**src/rtl/flyback_supervisor.sv**
```systemverilog
`timescale 1ns/1ps
module flyback_supervisor #(
  parameter int OLP_DLY_TICKS  = 270,
  parameter int RECOVER_EVENTS = 4,
  parameter int SYNC_STAGES    = 2
) (
  input  logic clk,
  input  logic rst_n,
  input  logic tick_i,
  input  logic vcc_on_i,
  input  logic vcc_low_i,
  input  logic vcc_pdr_i,
  input  logic vcc_ovp_i,
  input  logic fb_ovl_i,
  input  logic hot_i,
  output logic gate_en_o,
  output logic start_src_en_o,
  output logic start_hi_o
);
  localparam int NFLAG = 6;
  localparam int DLY_W = (OLP_DLY_TICKS > 1) ? $clog2(OLP_DLY_TICKS) : 1;
  localparam int REC_W = (RECOVER_EVENTS > 1) ? $clog2(RECOVER_EVENTS) : 1;
  localparam int F_ON = 0, F_LOW = 1, F_PDR = 2, F_OVP = 3, F_OVL = 4, F_HOT = 5;
  localparam logic [NFLAG-1:0] SYNC_RST = 6'b000110;

  logic [NFLAG-1:0] raw, flags;
  logic [SYNC_STAGES-1:0][NFLAG-1:0] sync_q;

  assign raw = {hot_i, fb_ovl_i, vcc_ovp_i, vcc_pdr_i, vcc_low_i, vcc_on_i};

  always_ff @(posedge clk or negedge rst_n)
    if (!rst_n) sync_q <= {SYNC_STAGES{SYNC_RST}};
    else begin
      sync_q[0] <= raw;
      for (int i = 1; i < SYNC_STAGES; i++) sync_q[i] <= sync_q[i-1];
    end

  assign flags = sync_q[SYNC_STAGES-1];

  logic on_s, low_s, pdr_s, ovp_s, ovl_s, hot_s;
  assign on_s  = flags[F_ON];
  assign low_s = flags[F_LOW];
  assign pdr_s = flags[F_PDR];
  assign ovp_s = flags[F_OVP];
  assign ovl_s = flags[F_OVL];
  assign hot_s = flags[F_HOT];

  logic powered_q, olp_q, ovp_q;
  logic [DLY_W-1:0] dly_cnt;
  logic [REC_W-1:0] rec_cnt;
  logic on_evt, off_evt, olp_trip, olp_release;

  assign on_evt      = !powered_q && on_s;
  assign off_evt     = powered_q && low_s;
  assign olp_trip    = tick_i && ovl_s && powered_q && !olp_q &&
                       (dly_cnt == DLY_W'(OLP_DLY_TICKS - 1));
  assign olp_release = olp_q && off_evt && (rec_cnt == REC_W'(RECOVER_EVENTS - 1));

  always_ff @(posedge clk or negedge rst_n)
    if (!rst_n)       powered_q <= 1'b0;
    else if (on_evt)  powered_q <= 1'b1;
    else if (off_evt) powered_q <= 1'b0;

  always_ff @(posedge clk or negedge rst_n)
    if (!rst_n) dly_cnt <= '0;
    else if (!ovl_s || !powered_q || olp_q) dly_cnt <= '0;
    else if (tick_i)
      dly_cnt <= (dly_cnt == DLY_W'(OLP_DLY_TICKS - 1)) ? '0 : dly_cnt + 1'b1;

  always_ff @(posedge clk or negedge rst_n)
    if (!rst_n)           olp_q <= 1'b0;
    else if (olp_trip)    olp_q <= 1'b1;
    else if (olp_release) olp_q <= 1'b0;

  always_ff @(posedge clk or negedge rst_n)
    if (!rst_n)                rec_cnt <= '0;
    else if (olp_trip)         rec_cnt <= '0;
    else if (olp_q && off_evt)
      rec_cnt <= (rec_cnt == REC_W'(RECOVER_EVENTS - 1)) ? '0 : rec_cnt + 1'b1;

  always_ff @(posedge clk or negedge rst_n)
    if (!rst_n)      ovp_q <= 1'b0;
    else if (ovp_s)  ovp_q <= 1'b1;
    else if (on_evt) ovp_q <= 1'b0;

  assign gate_en_o      = powered_q && !olp_q && !ovp_q && !ovp_s && !hot_s;
  assign start_src_en_o = !powered_q;
  assign start_hi_o     = !powered_q && !pdr_s;
endmodule

```
**config.mk**
```make
export PLATFORM = sky130hd
export DESIGN_NAME = flyback_supervisor
export DESIGN_NICKNAME = d
export VERILOG_FILES = /design/src/rtl/flyback_supervisor.sv
export SDC_FILE = /design/constraint.sdc
export NUM_CORES = 1
export LEC_CHECK = 0
export BUFFER_PORTS_ARGS = -buffer_cell sky130_fd_sc_hd__clkbuf_2
export CAP_MARGIN = 15
export CORE_ASPECT_RATIO = 1.4
export CORE_UTILIZATION = 30
export CTS_BUF_LIST = sky130_fd_sc_hd__clkbuf_8
export CTS_CLUSTER_SIZE = 8
export DETAILED_ROUTE_END_ITERATION = 7
export GPL_TIMING_DRIVEN = 0
export SYNTH_ARGS = -nofsm -noshare
export SYNTH_HDL_FRONTEND = slang
export SYNTH_SLANG_ARGS = --single-unit
export TNS_END_PERCENT = 50
```
**constraint.sdc**
```tcl
create_clock -name clk -period 1.41 [get_ports clk]
set_input_delay 0.2115 -clock clk [delete_from_list [all_inputs] [get_ports clk]]
set_output_delay 0.2115 -clock clk [all_outputs]
set_load 0.02 [all_outputs]
```
==> results.yml <==
placement:
  place.detailed.hpwl_um: 1350
  placed_area_um2: 1170
  port_buffers: 11
  globalplace.congestion: 0.788
routing:
  routedWlPerCell_um: 13.2
  route.final.wire_length_um: 2040
  viasPerCell: 5.08
  drtAntennaViolNets: 0
  drt_iter0_markers: 13
  drtPass1Iterations: 4
  drc_errors: 0
  num_vias: 788
clocking:
  clk_latency_ns: 0.26
  cts_root_buffer: "clkbuf_8"
  cts_sinks: 26
  tritoncts: "done"
  h-tree-depth: 1
  numCtsBuffers: 3
  clk_pin_slew_ns: 0.09
  clockBufferDepth: 2
yosys:
  synth_cells: 91
  syn_area_um2: 1060
  synthSimpleGateAreaFrac_pct: 19.6
  syn_nets: 103
  synth_fa_ha_area_share_pct: 3.53
  synthArstFlopShare_pct: 100
  synth_seq_cells: 26
  synth_cell_types: 31
  ys_seq_area_share_pct: 61.6
  synth_compound_area_share_pct: 11.2
  synthTopCellsByArea: "dfrtp_1 52%, dfstp_2 9.9%, a21o_1 3.5%, ha_1 3.5%, nor2_1 2.8%"
  synth_edf_count: 0
  synth_xor_area_share_pct: 1.65
  yosys_most_used_dff: "dfrtp_1"
  synth_top_family_by_area: "simple AND/OR/NAND/NOR gates"
  yosys_warnings: 0
  yosys-mux-area-fraction_pct: 0.941
  synth_top_area_share_pct: 51.8
  synth_top_cell_by_area: "dfrtp_1"
  synth_area_per_cell_um2: 11.7
cells_and_area:
  syn2layout_area_growth_pct: 25.2
  postLayoutCoreUtil_pct: 39.4
  postLayoutCellArea_um2: 1330
  final_net_count: 128
  layout-drive-gt1-share_pct: 35.7
  multiInputGateArea_um2: 432
  regArea_um2: 663
  fillers: 328
  diodes: 0
sta:
  finClkSkew_ns: 0.00295
  rsz0062_at_grt: "yes"
  setup_violations: 0
  final_max_slew_viol_count: 0
  worstMarginPinSlew_ns: 0.620
  hold_viol: 0
  finalCritPeriodShare_pct: 99.2
  max_freq_mhz: 715
  relSlewSlack_pct: 58.7
  layout_min_cycle_time_ns: 1.40
  finalSetupTns_ns: 0
worst_setup_path:
  critical_path_buf_inv_count: 1
  crit_arrival_ns: 1.56
  cp-start-kind: "flip-flop"
  required_ns: 1.57
  cpPeakStageDelay_ns: 0.43
  path_cells: "nor4_4 > buf_4 > a41o_1 > a21oi_1 > a21o_1"
  endpoint_kind: "flip-flop"
  slowest_stage: "dfrtp_2"
  crit_type: "flip-flop to flip-flop"
  crit_family: "flip-flops"
  crit_fanout: 3
die:
  core_um2: 3380
  initial_core_util_pct: 31.5
  die_w_um: 52.3
  die_h_um: 72.5
  die_area_um2: 3790
  io-pin-count: 12
  num_rows: 25
global_routing:
  antenna_found_initial: 0
  grt_pass1_wl_um: 3530
  overflow: 0
  grt_pass1_vias: 838
  track_usage_pct: 12.6
  grt_start_max_net_pins: 27
power_and_ir_drop:
  power_density_nw_per_um2: 1010
  swShare_pct: 23.4
  leakagePower_nw: 0.618
  comb_power_share_pct: 10.0
  p_int_mw: 1.03
  pwr-share-clk_pct: 30.8
  p_seq_share_pct: 59.1
  vdd_drop_max_mv: 0.686
  p_sw_mw: 0.314
hold_path:
  min_path_type: "input port to flip-flop"
job:
  maxCapViolations: 0
status:
  outcome: "finished, final reports clean"
[cells in the mapped netlist (3+ instances only)]
cell and instances:
a21o_1 5, nand3_1 5, nor3_1 4, o21ai_0 3, nor2_1 8, dfstp_2 4, ha_1 3, dfrtp_1 22
a21oi_1 3, nand4_1 3, nand2_1 7
[cell usage in the layout, fill, tap and decap left out, types with 2 or more instances in the layout]
master / Yosys / layout
and3_1: 2 / 2
o21ai_0: 3 / 3
nor2_2: 1 / 3
inv_1: 2 / 2
dfstp_2: 4 / 4
clkbuf_8: 0 / 3
o21ai_1: 2 / 2
a21o_1: 5 / 5
nand3_1: 5 / 5
nor2_1: 8 / 6
nand2_1: 7 / 7
ha_1: 3 / 3
dfrtp_2: 0 / 6
nand4_1: 3 / 3
a21oi_1: 3 / 3
xor2_1: 2 / 2
buf_4: 1 / 9
dfrtp_1: 22 / 16
clkbuf_2: 0 / 9
nor3_1: 4 / 4
[state kept, by name, indices dropped and copies added, names as in the netlist]
name	cells
ovp_q	1
rec_cnt	2
sync_q	6
flags	6
olp_q	1
powered_q	1
dly_cnt	9
[final cells by class]
type                            instances  share of cell area [%]
Inverter                                2                   0.564
Clock buffer                            3                    3.10
Clock inverter                          1                   0.282
Multi-Input combinational cell         63                    32.4
Buffer                                  1                   0.846
Sequential cell                        26                    49.8
Timing Repair Buffer                   19                    9.21
Tap cell                               40                    3.76
[cells by family after synthesis]
| group | count (synthesis) |
|---|---|
| AND/OR/NAND/NOR | 38 |
| flip-flops | 26 |
| AO/OA/AOI/OAI | 18 |
| buffers and inverters | 3 |
| adder cells (fa/ha/maj) | 3 |
| XOR/XNOR | 2 |
| multiplexers | 1 |
[worst reg2reg max path, cell delays in order, from the launching register on]
cell,delay [ns]
dfrtp_2,0.43
nor4_4,0.29
buf_4,0.16
a41o_1,0.20
a21oi_1,0.06
a21o_1,0.15
[through the flow]
| step | setup WS [ns] | total power [mW] | std cells | hold slack, ns |
|---|---|---|---|---|
| finish | 0.0116 | 1.34 | 155 | 0.0164 |
| global route | -0.0641 | 1.41 | 155 | 0.00181 |
| CTS | -0.0274 | 1.35 | 153 | 0.0124 |
| detailed placement | -0.0931 | 0.917 | 142 | 0.270 |
| global placement | -0.0586 | 0.913 | 142 | 0.251 |
| floorplan | 0.0300 | 0.867 | 91 | -0.0841 |
[per-layer routing]
| metal | track usage, % | vias to the layer above | part of all wire, % |
|---|---|---|---|
| met3 | 2.52 | 2 | 3.1 |
| li1 | - | 378 | - |
| met5 | 0 | - | 0 |
| met4 | 5.85 | 0 | 0.74 |
| met2 | 23.3 | 18 | 55 |
| met1 | 13.0 | 390 | 41 |
[timing repair]
| item | CTS | global route |
|---|---|---|
| cloned | 1 | 0 |
| hold endpoints to repair | 22 | 0 |
| hold buffers | 1 | 0 |
| setup endpoints to repair | 6 | 11 |
| resized for setup | 9 | 7 |
| pin swaps | 5 | 4 |
| setup buffers | 5 | 2 |
[power groups by stage]
stage / combinational (mW) / sequential, mW / clock (mW)
2_1_floorplan: 0.0633 / 0.803 / 0
6_report: 0.135 / 0.794 / 0.414
3_5_place_dp: 0.110 / 0.807 / 0
4_1_cts: 0.131 / 0.794 / 0.429
5_1_grt: 0.151 / 0.798 / 0.458
3_3_place_gp: 0.107 / 0.806 / 0
[final timing paths]
kind                            slack, ns  depth (start not counted)                   start                endpoint
worst min register to register       0.35                          0     sync_q[5]$_DFF_PN0_      flags[5]$_DFF_PN0_
min in group asynchronous            0.49                          2                   rst_n  dly_cnt[5]$_DFFE_PN0P_
worst max-delay path                 0.01                          5  dly_cnt[4]$_DFFE_PN0P_  dly_cnt[7]$_DFFE_PN0P_
max in group asynchronous            0.48                          2                   rst_n  dly_cnt[7]$_DFFE_PN0P_
worst min-delay path                 0.02                          1               vcc_pdr_i     sync_q[2]$_DFF_PN1_
worst max register to register       0.01                          5  dly_cnt[4]$_DFFE_PN0P_  dly_cnt[7]$_DFFE_PN0P_
No activity file was read; power rests on OpenSTA's default activity.
